--- src/rtl/cfifo_pkg.sv ---
package cfifo_pkg;
  localparam int DEF_NUM_CH = 4;
  localparam int DEF_DEPTH  = 64;
  localparam int DEF_DATA_W = 32;

  function automatic int unsigned ring_step(int unsigned p, int unsigned first,
                                            int unsigned last);
    return (p == last) ? first : p + 1;
  endfunction
endpackage

--- src/rtl/cfifo_chan.sv ---
module cfifo_chan #(
  parameter int AW        = 6,
  parameter int RST_BASE  = 0,
  parameter int RST_LIMIT = 15
) (
  input  logic          clk,
  input  logic          rst_n,
  input  logic          setup_we,
  input  logic [AW-1:0] setup_base,
  input  logic [AW-1:0] setup_limit,
  input  logic          push_req,
  input  logic          pop_req,
  output logic          push_ok,
  output logic          pop_ok,
  output logic [AW-1:0] rd_ptr,
  output logic [AW-1:0] wr_ptr,
  output logic [AW-1:0] base,
  output logic [AW-1:0] limit,
  output logic          empty,
  output logic          full,
  output logic          ovf_err,
  output logic          unf_err
);
  logic [AW-1:0] rd_next, wr_next;

  always_comb begin
    rd_next = AW'(cfifo_pkg::ring_step(int'(rd_ptr), int'(base), int'(limit)));
    wr_next = AW'(cfifo_pkg::ring_step(int'(wr_ptr), int'(base), int'(limit)));
  end

  assign empty   = (rd_ptr == wr_ptr);
  assign full    = (wr_next == rd_ptr);
  assign push_ok = push_req && !full && !setup_we;
  assign pop_ok  = pop_req && !empty && !setup_we;

  always_ff @(posedge clk or negedge rst_n) begin
    if (!rst_n) begin
      base    <= AW'(RST_BASE);
      limit   <= AW'(RST_LIMIT);
      rd_ptr  <= AW'(RST_BASE);
      wr_ptr  <= AW'(RST_BASE);
      ovf_err <= 1'b0;
      unf_err <= 1'b0;
    end else if (setup_we) begin
      base    <= setup_base;
      limit   <= setup_limit;
      rd_ptr  <= setup_base;
      wr_ptr  <= setup_base;
      ovf_err <= 1'b0;
      unf_err <= 1'b0;
    end else begin
      if (push_ok) wr_ptr <= wr_next;
      if (pop_ok)  rd_ptr <= rd_next;
      if (push_req && full) ovf_err <= 1'b1;
      if (pop_req && empty) unf_err <= 1'b1;
    end
  end
endmodule

--- src/rtl/cfifo_store.sv ---
module cfifo_store #(
  parameter int DEPTH  = 64,
  parameter int DATA_W = 32,
  localparam int AW    = $clog2(DEPTH)
) (
  input  logic              clk,
  input  logic              we,
  input  logic [AW-1:0]     waddr,
  input  logic [DATA_W-1:0] wdata,
  input  logic [AW-1:0]     raddr_a,
  output logic [DATA_W-1:0] rdata_a,
  input  logic [AW-1:0]     raddr_b,
  output logic [DATA_W-1:0] rdata_b
);
  logic [DATA_W-1:0] cells [DEPTH];

  always_ff @(posedge clk) begin
    if (we) cells[waddr] <= wdata;
  end

  assign rdata_a = cells[raddr_a];
  assign rdata_b = cells[raddr_b];
endmodule

--- src/rtl/cfifo_peek.sv ---
module cfifo_peek #(
  parameter int NUM_CH = 4,
  parameter int AW     = 6,
  parameter int DATA_W = 32,
  localparam int CH_W  = (NUM_CH > 1) ? $clog2(NUM_CH) : 1
) (
  input  logic                       clk,
  input  logic                       rst_n,
  input  logic                       ctl_we,
  input  logic                       ctl_en,
  input  logic [CH_W-1:0]            ctl_ch,
  input  logic [AW-1:0]              ctl_addr,
  input  logic [NUM_CH-1:0][AW-1:0]  rd_ptrs,
  input  logic [NUM_CH-1:0][AW-1:0]  wr_ptrs,
  input  logic [NUM_CH-1:0]          empties,
  output logic [AW-1:0]              mem_addr,
  input  logic [DATA_W-1:0]          mem_word,
  output logic [DATA_W-1:0]          data_o,
  output logic [AW-1:0]              rd_o,
  output logic [AW-1:0]              wr_o,
  output logic                       empty_o
);
  logic            en_q;
  logic [CH_W-1:0] ch_q;
  logic [AW-1:0]   addr_q;

  always_ff @(posedge clk or negedge rst_n) begin
    if (!rst_n) begin
      en_q   <= 1'b0;
      ch_q   <= '0;
      addr_q <= '0;
    end else if (ctl_we) begin
      en_q   <= ctl_en;
      ch_q   <= ctl_ch;
      addr_q <= ctl_addr;
    end
  end

  assign mem_addr = addr_q;

  always_comb begin
    data_o  = '0;
    rd_o    = '0;
    wr_o    = '0;
    empty_o = 1'b0;
    if (en_q) begin
      data_o = mem_word;
      for (int i = 0; i < NUM_CH; i++) begin
        if (ch_q == CH_W'(i)) begin
          rd_o    = rd_ptrs[i];
          wr_o    = wr_ptrs[i];
          empty_o = empties[i];
        end
      end
    end
  end
endmodule

--- src/rtl/cmd_ring_fifo.sv ---
module cmd_ring_fifo #(
  parameter int NUM_CH = cfifo_pkg::DEF_NUM_CH,
  parameter int DEPTH  = cfifo_pkg::DEF_DEPTH,
  parameter int DATA_W = cfifo_pkg::DEF_DATA_W,
  localparam int CH_W  = (NUM_CH > 1) ? $clog2(NUM_CH) : 1,
  localparam int AW    = $clog2(DEPTH),
  localparam int SLICE = DEPTH / NUM_CH
) (
  input  logic              clk,
  input  logic              rst_n,
  input  logic              cfg_we,
  input  logic [CH_W-1:0]   cfg_ch,
  input  logic [AW-1:0]     cfg_base,
  input  logic [AW-1:0]     cfg_limit,
  input  logic              push_en,
  input  logic [CH_W-1:0]   push_ch,
  input  logic [DATA_W-1:0] push_data,
  input  logic              pop_en,
  input  logic [CH_W-1:0]   pop_ch,
  output logic              pop_valid_o,
  output logic [DATA_W-1:0] pop_data_o,
  output logic [NUM_CH-1:0] full_o,
  output logic [NUM_CH-1:0] empty_o,
  output logic [NUM_CH-1:0] err_ovf_o,
  output logic [NUM_CH-1:0] err_unf_o,
  input  logic              peek_we,
  input  logic              peek_en_i,
  input  logic [CH_W-1:0]   peek_ch_i,
  input  logic [AW-1:0]     peek_addr_i,
  output logic [DATA_W-1:0] peek_data_o,
  output logic [AW-1:0]     peek_rd_ptr_o,
  output logic [AW-1:0]     peek_wr_ptr_o,
  output logic              peek_empty_o
);
  logic [NUM_CH-1:0][AW-1:0] rd_ptr_q, wr_ptr_q, base_q, limit_q;
  logic [NUM_CH-1:0]         push_ok, pop_ok;
  logic [AW-1:0]             wr_addr, pop_addr, peek_addr;
  logic [DATA_W-1:0]         pop_word, peek_word;

  for (genvar c = 0; c < NUM_CH; c++) begin : g_ch
    logic sel_cfg, sel_push, sel_pop;
    assign sel_cfg  = cfg_we  && (cfg_ch  == CH_W'(c));
    assign sel_push = push_en && (push_ch == CH_W'(c));
    assign sel_pop  = pop_en  && (pop_ch  == CH_W'(c));

    cfifo_chan #(
      .AW        (AW),
      .RST_BASE  (c * SLICE),
      .RST_LIMIT (c * SLICE + SLICE - 1)
    ) u_chan (
      .clk         (clk),
      .rst_n       (rst_n),
      .setup_we    (sel_cfg),
      .setup_base  (cfg_base),
      .setup_limit (cfg_limit),
      .push_req    (sel_push),
      .pop_req     (sel_pop),
      .push_ok     (push_ok[c]),
      .pop_ok      (pop_ok[c]),
      .rd_ptr      (rd_ptr_q[c]),
      .wr_ptr      (wr_ptr_q[c]),
      .base        (base_q[c]),
      .limit       (limit_q[c]),
      .empty       (empty_o[c]),
      .full        (full_o[c]),
      .ovf_err     (err_ovf_o[c]),
      .unf_err     (err_unf_o[c])
    );
  end

  always_comb begin
    wr_addr  = '0;
    pop_addr = '0;
    for (int i = 0; i < NUM_CH; i++) begin
      if (push_ok[i]) wr_addr  = wr_ptr_q[i];
      if (pop_ok[i])  pop_addr = rd_ptr_q[i];
    end
  end

  cfifo_store #(.DEPTH(DEPTH), .DATA_W(DATA_W)) u_store (
    .clk     (clk),
    .we      (|push_ok),
    .waddr   (wr_addr),
    .wdata   (push_data),
    .raddr_a (pop_addr),
    .rdata_a (pop_word),
    .raddr_b (peek_addr),
    .rdata_b (peek_word)
  );

  always_ff @(posedge clk or negedge rst_n) begin
    if (!rst_n) begin
      pop_valid_o <= 1'b0;
      pop_data_o  <= '0;
    end else begin
      pop_valid_o <= |pop_ok;
      if (|pop_ok) pop_data_o <= pop_word;
    end
  end

  cfifo_peek #(.NUM_CH(NUM_CH), .AW(AW), .DATA_W(DATA_W)) u_peek (
    .clk      (clk),
    .rst_n    (rst_n),
    .ctl_we   (peek_we),
    .ctl_en   (peek_en_i),
    .ctl_ch   (peek_ch_i),
    .ctl_addr (peek_addr_i),
    .rd_ptrs  (rd_ptr_q),
    .wr_ptrs  (wr_ptr_q),
    .empties  (empty_o),
    .mem_addr (peek_addr),
    .mem_word (peek_word),
    .data_o   (peek_data_o),
    .rd_o     (peek_rd_ptr_o),
    .wr_o     (peek_wr_ptr_o),
    .empty_o  (peek_empty_o)
  );
endmodule

--- config.mk ---
export PLATFORM = sky130hd
export DESIGN_NAME = cmd_ring_fifo
export DESIGN_NICKNAME = d
export VERILOG_FILES = /design/src/rtl/cfifo_pkg.sv /design/src/rtl/cfifo_chan.sv /design/src/rtl/cfifo_store.sv /design/src/rtl/cfifo_peek.sv /design/src/rtl/cmd_ring_fifo.sv
export SDC_FILE = /design/constraint.sdc
export NUM_CORES = 2
export LEC_CHECK = 0
export BUFFER_PORTS_ARGS = -buffer_cell sky130_fd_sc_hd__buf_2
export CELL_PAD_IN_SITES_DETAIL_PLACEMENT = 1
export CELL_PAD_IN_SITES_GLOBAL_PLACEMENT = 2
export CORE_MARGIN = 1
export CORE_UTILIZATION = 54
export CTS_BUF_LIST = sky130_fd_sc_hd__clkbuf_4 sky130_fd_sc_hd__clkbuf_8
export CTS_CLUSTER_DIAMETER = 60
export CTS_CLUSTER_SIZE = 25
export DETAILED_ROUTE_END_ITERATION = 12
export PLACE_DENSITY = 0.95
export SLEW_MARGIN = 20
export SYNTH_ARGS = -nofsm -noshare
export SYNTH_HDL_FRONTEND = slang
export SYNTH_SLANG_ARGS = --single-unit
--- constraint.sdc ---
create_clock -name clk -period 16.55 [get_ports clk]
set_clock_uncertainty 0.2 [all_clocks]
set_input_delay 1.655 -clock clk [delete_from_list [all_inputs] [get_ports clk]]
set_output_delay 1.655 -clock clk [all_outputs]
set_load 0.05 [all_outputs]
# Yosys cells after proc, flatten, opt, wreduce, memory -nomap -nowiden
# Memory sizes are Yosys's and may differ from the RTL's. A register that Yosys moved wholly into a read port is not among the register bits.
# Index checks and enable logic that the tools add are counted.
dict set report op_classes {
  n_addsub 8
  eq_ne 28
  muxes 66
  reduce_logical 71
}
# op count
set op_table {}
lappend op_table {{$mux W6} 42}
lappend op_table {{$eq A6 B6 Y1} 16}
lappend op_table {{$add A6 B1 Y6 const B} 8}
lappend op_table {{$logic_and A1 B1 Y1} 36}
lappend op_table {{$mux W32} 1}
lappend op_table {{$reduce_bool A2 Y1} 16}
lappend op_table {{$mux W1} 23}
lappend op_table {{$eq A2 B2 Y1 const B} 8}
lappend op_table {{$logic_not A1 Y1} 13}
lappend op_table {{$eq A2 B1 Y1 const B} 4}
lappend op_table {{$logic_not A2 Y1} 4}
lappend op_table {{$reduce_or A4 Y1} 2}
dict set report word_totals {
  reg_bits 114
  ramBits 2048
  inputBits 65
  out_inout_bits 94
  elab_cells 202
  memories 1
}
# name depth width rd rd_ports_with_merged_regs write_ports line_no
set mem_list {}
lappend mem_list {u_store.cells 64 32 2 1 1 cfifo_store.sv:15} ;# logic [DATA_W-1:0] cells [DEPTH];

# Depth between registers and ports, before layout
dict set report logic_depth {
  word_depth 10
  depth_mapped 16
  mapped_depth_nobuf 11
}

# By module
# A second synthesis with hierarchy kept.
dict set report unflattened {
  hier_cells 5486
  hier_area_um2 105024.5
}
# module instances cells_each area_per_inst_um2 seq_area_each_um2
set by_module_without_submodules {}
lappend by_module_without_submodules {cfifo_store 1 4348 94379.3 61499.0}
lappend by_module_without_submodules {{cfifo_chan at g_ch[1].u_chan ...} 2 225 1983.2 660.6}
lappend by_module_without_submodules {{cfifo_chan at g_ch[3].u_chan} 1 225 1988.2 665.6}
lappend by_module_without_submodules {{cfifo_chan at g_ch[0].u_chan} 1 225 1978.1 655.6}
lappend by_module_without_submodules {cmd_ring_fifo 1 138 1756.7 825.8}
lappend by_module_without_submodules {cfifo_peek 1 100 955.9 225.2}

# Worst setup path after synthesis
# No wires, ideal clock.
dict set report synth_path {
  path_kind {register -> output}
  startpoint {register u_peek.addr_q[0], in the netlist u_peek.mem_addr[0]}
  endpoint {output peek_data_o[31]}
  arrival_time_ns 3.624
  required_ns 14.695
  slack_ns 11.071
  stages_incl_launch_ff 10
  path_buffers 5
  path_cell_list {dfrtp_1 > clkbuf_1 > clkbuf_1 > buf_1 > buf_1 > clkbuf_1 > mux4_2 > mux4_2 > mux2_2 > o211a_1}
}
dict set report synth_via {
  elab_chain_cells 2
}
# element line_no
set synth_lines {}
lappend synth_lines {{start: declaration} cfifo_peek.sv:25} ;# logic [AW-1:0] addr_q;
lappend synth_lines {{start signal: assignment} cfifo_peek.sv:35} ;# addr_q <= ctl_addr;
lappend synth_lines {{$mem_v2 Z64 W32} n/a}
lappend synth_lines {{$mux W32} cfifo_peek.sv:46} ;# if (en_q) begin
lappend synth_lines {{end: declaration} cmd_ring_fifo.sv:30} ;# output logic [DATA_W-1:0] peek_data_o,
# No other way between the ends.

# Final worst setup path
dict set report layout_path {
  startpoint {register u_peek.addr_q[1], in the netlist u_peek.mem_addr[1]}
  endpoint {output peek_data_o[16]}
}
# Same word-level chain as after synthesis.

==> results_dict.tcl <==
set metrics [dict create \
    clkLatencyLatePin_ps 1060 \
    cts_tree "yes" \
    groute.usage.overall 0.396 \
    place_ws_ps 8260 \
    core_um2 192000 \
    gp_congestion 0.916 \
    seq_power_share 0.503 \
    wl_met2_um 174000 \
    power_w 0.0130 \
    synth_fa_ha_area_frac 0.000958 \
    die_y_um 442 \
    power.share.clock 0.255 \
    grt_max_degree 148 \
    rows 161 \
    dr.pass1.iters 8 \
    synth_flop_cell "edfxtp_1" \
    syn_area_um2 104000 \
    p_per_area_nw_per_um2 116 \
    multi_input_area_um2 37400 \
    setup_tns_ps 0 \
    postRouteAntennaNets 0 \
    start_kind "register" \
    drt_iter0_drc 12249 \
    ys_seq_area_frac 0.624 \
    synth-edff-count 2048 \
    tightest_slew_ps 1290 \
    grt-ovfl-total 0 \
    maxSlewHeadroom 0.137 \
    fin_nets 6071 \
    syn_avg_cell_area_um2 17.4 \
    synth_top_cell_area_share 0.589 \
    synth_compound_area_frac 0.0575 \
    cap_violations 0 \
    drv_slew 0 \
    clkTransAtPathRegs_ps 120 \
    period_minus_slack_ps 8590 \
    critPathMaxFanout 70 \
    p_sw_frac 0.338 \
    clockRootBuffer "clkbuf_8" \
    hold_violations 0 \
    area_growth_pct 7.16 \
    cts-resized-gates 0 \
    ys_async_sr_fraction 0.0665 \
    fill_cells 16824 \
    die_width_um 442 \
    hold_slack_ps 273 \
    worst_setup_path_end_kind "primary output" \
    wl_per_cell_um 44.7 \
    muxShareOfSynthArea 0.236 \
    dp_hpwl_um 221000 \
    combPwrFrac 0.241 \
    p_switching_w 0.00440 \
    vias_per_cell 7.95 \
    yosysTopAreaCell "edfxtp_1" \
    syn_inst 6005 \
    highest_layer "met5" \
    critPathKind "reg2out" \
    drt_wl_total_um 388000 \
    h-tree-depth 4 \
    post_cts_buffers 0 \
    p_leak_nw 35.2 \
    intPower_w 0.00861 \
    cts.sinks 2194 \
    vdd_drop_max_mv 0.130 \
    placed_area_um2 108000 \
    cts_hold_buf 0 \
    vias 68992 \
    setup_viol 0 \
    io_buffers 158 \
    synth_top_cells_by_area "edfxtp_1 59%, mux4_2 21%, dfrtp_1 2.7%" \
    fin_crit_sh 0.519 \
    finalWorstSetupSlack_ps 7960 \
    cts_buffers 154 \
    fin_area_um2 112000 \
    rsz0062_at_grt "false" \
    ys_types 90 \
    grt_pass1_wl_um 538000 \
    synthSimpleGateAreaFrac 0.0497 \
    outcome "completed" \
    wl_met3_um 55700 \
    first_global_vias 69798 \
    seq_area_um2 65200 \
    synthXorXnorAreaFrac 0.00771 \
    cp.arrival_ps 6730 \
    max_freq_mhz 116 \
    synth_top_family_by_area "multiplexers" \
    met1Wirelength_um 122000 \
    hold_class "reg2reg" \
    drcViolationCount 0 \
    drive_above_1_share 0.302 \
    synth_warnings 0 \
    synth_seq_cells 2194 \
    antenna_found_initial 38 \
    clockBufferDepth 3 \
    syn-num-nets 6078 \
    required_ps 14690 \
    pin_count 159 \
    fp.dieArea_um2 195000 \
    start_util 0.543 \
]
## worst paths after layout
check                                                startpoint  depth (start not counted)                                 end  slack, ps
min reg2reg                  g_ch[3].u_chan.base[5]$_DFFE_PN1P_                          2  g_ch[3].u_chan.base[5]$_DFFE_PN1P_        270
min                          g_ch[3].u_chan.base[5]$_DFFE_PN1P_                          2  g_ch[3].u_chan.base[5]$_DFFE_PN1P_        270
max reg2reg                g_ch[3].u_chan.wr_ptr[0]$_DFFE_PN0P_                         11      u_store.cells[46][5]$_DFFE_PP_       9220
max                              u_peek.mem_addr[1]$_DFFE_PN0P_                          8                     peek_data_o[16]       7960
min in group asynchronous                                 rst_n                          1  g_ch[0].u_chan.ovf_err$_DFFE_PN0P_        430
max in group asynchronous                                 rst_n                          2      u_peek.mem_addr[1]$_DFFE_PN0P_      14210
## stage by stage
stage               instances  utilization
finish                   8678        0.582
global placement         8364        0.562
floorplan                6005            -
global route             8668        0.582
CTS                      8652        0.581
detailed placement       8366        0.562
## layer usage
metal	vias up	GRT usage
met5	-	0
met4	24	0.307
met3	1774	0.120
met2	6728	0.590
met1	35476	0.487
li1	24990	-
## power by group through the flow
stage / combinational [W] / clock, W / sequential, W
2_1_floorplan: 0.00203 / 0 / 0.00657
3_3_place_gp: 0.00295 / 0 / 0.00664
3_5_place_dp: 0.00305 / 0 / 0.00666
4_1_cts: 0.00307 / 0.00331 / 0.00654
5_1_grt: 0.00323 / 0.00347 / 0.00656
6_report: 0.00314 / 0.00332 / 0.00655
## cells in the final DEF, fill, tap and decap left out, types with 34 or more instances in the layout
cell type | Yosys | layout
mux2_2 | 78 | 78
a221oi_1 | 38 | 38
dfrtp_1 | 114 | 107
edfxtp_1 | 2048 | 2048
xnor2_1 | 42 | 42
and3_1 | 76 | 76
nand2_1 | 600 | 597
a21oi_1 | 109 | 109
buf_2 | 101 | 154
mux4_2 | 982 | 982
mux2i_1 | 152 | 152
xor2_1 | 50 | 50
nor3_1 | 44 | 40
buf_4 | 43 | 167
clkbuf_8 | 0 | 162
a211oi_1 | 59 | 59
a31oi_1 | 57 | 57
a22oi_1 | 65 | 65
o21ai_0 | 136 | 136
and2_1 | 40 | 39
a311oi_1 | 35 | 34
nor2_1 | 148 | 74
nor2_4 | 3 | 74
nand3_1 | 148 | 145
## flip-flops by register name, indices dropped and copies added, names as in the netlist
name / count
g_ch.u_chan.rd_ptr: 24
g_ch.u_chan.wr_ptr: 24
u_peek.mem_addr: 6
pop_data_o: 32
u_store.cells: 2048
g_ch.u_chan.unf_err: 4
g_ch.u_chan.ovf_err: 4
u_peek.en_q: 1
u_peek.ch_q: 2
g_ch.u_chan.base: 24
pop_valid_o: 1
g_ch.u_chan.limit: 24
## Yosys cell counts, types with 28 or more instances
cell      count
a211oi_1     59
a21oi_1     109
a221oi_1     38
a22oi_1      65
a311oi_1     35
a31oi_1      57
a32oi_1      32
and2_1       40
and3_1       76
buf_1        79
buf_2       101
buf_4        43
buf_6        28
clkbuf_1    240
dfrtp_1     114
dfstp_2      32
edfxtp_1   2048
mux2_2       78
mux2i_1     152
mux4_2      982
nand2_1     600
nand3_1     148
nor2_1      148
nor3_1       44
o21ai_0     136
xnor2_1      42
xor2_1       50
## final cells by class
class / count / area share
Antenna cell: 24 / 0.000536
Multi-Input combinational cell: 3292 / 0.334
Timing Repair Buffer: 333 / 0.0202
Tap cell: 2526 / 0.0282
Clock inverter: 121 / 0.0135
Clock buffer: 165 / 0.0201
Sequential cell: 2194 / 0.582
Inverter: 23 / 0.000782
## cells by family (layout without fill, tap and decap cells)
family / after synthesis / in the layout
compound gates: 824 / 824
xor+xnor: 92 / 92
fa+ha+maj: 8 / 8
buf+inv: 519 / 642
flops: 2194 / 2194
mux: 1221 / 1221
other cells: 0 / 24
simple gates: 1147 / 1147
## critical path, stage by stage (launching register included)
cell	delay (ps)
dfrtp_4	1040
buf_4	760
buf_4	970
buf_4	900
mux4_2	440
mux4_2	530
mux2_2	340
o211a_1	280
buf_2	230
Note: power is estimated with default switching activity, not from simulation.
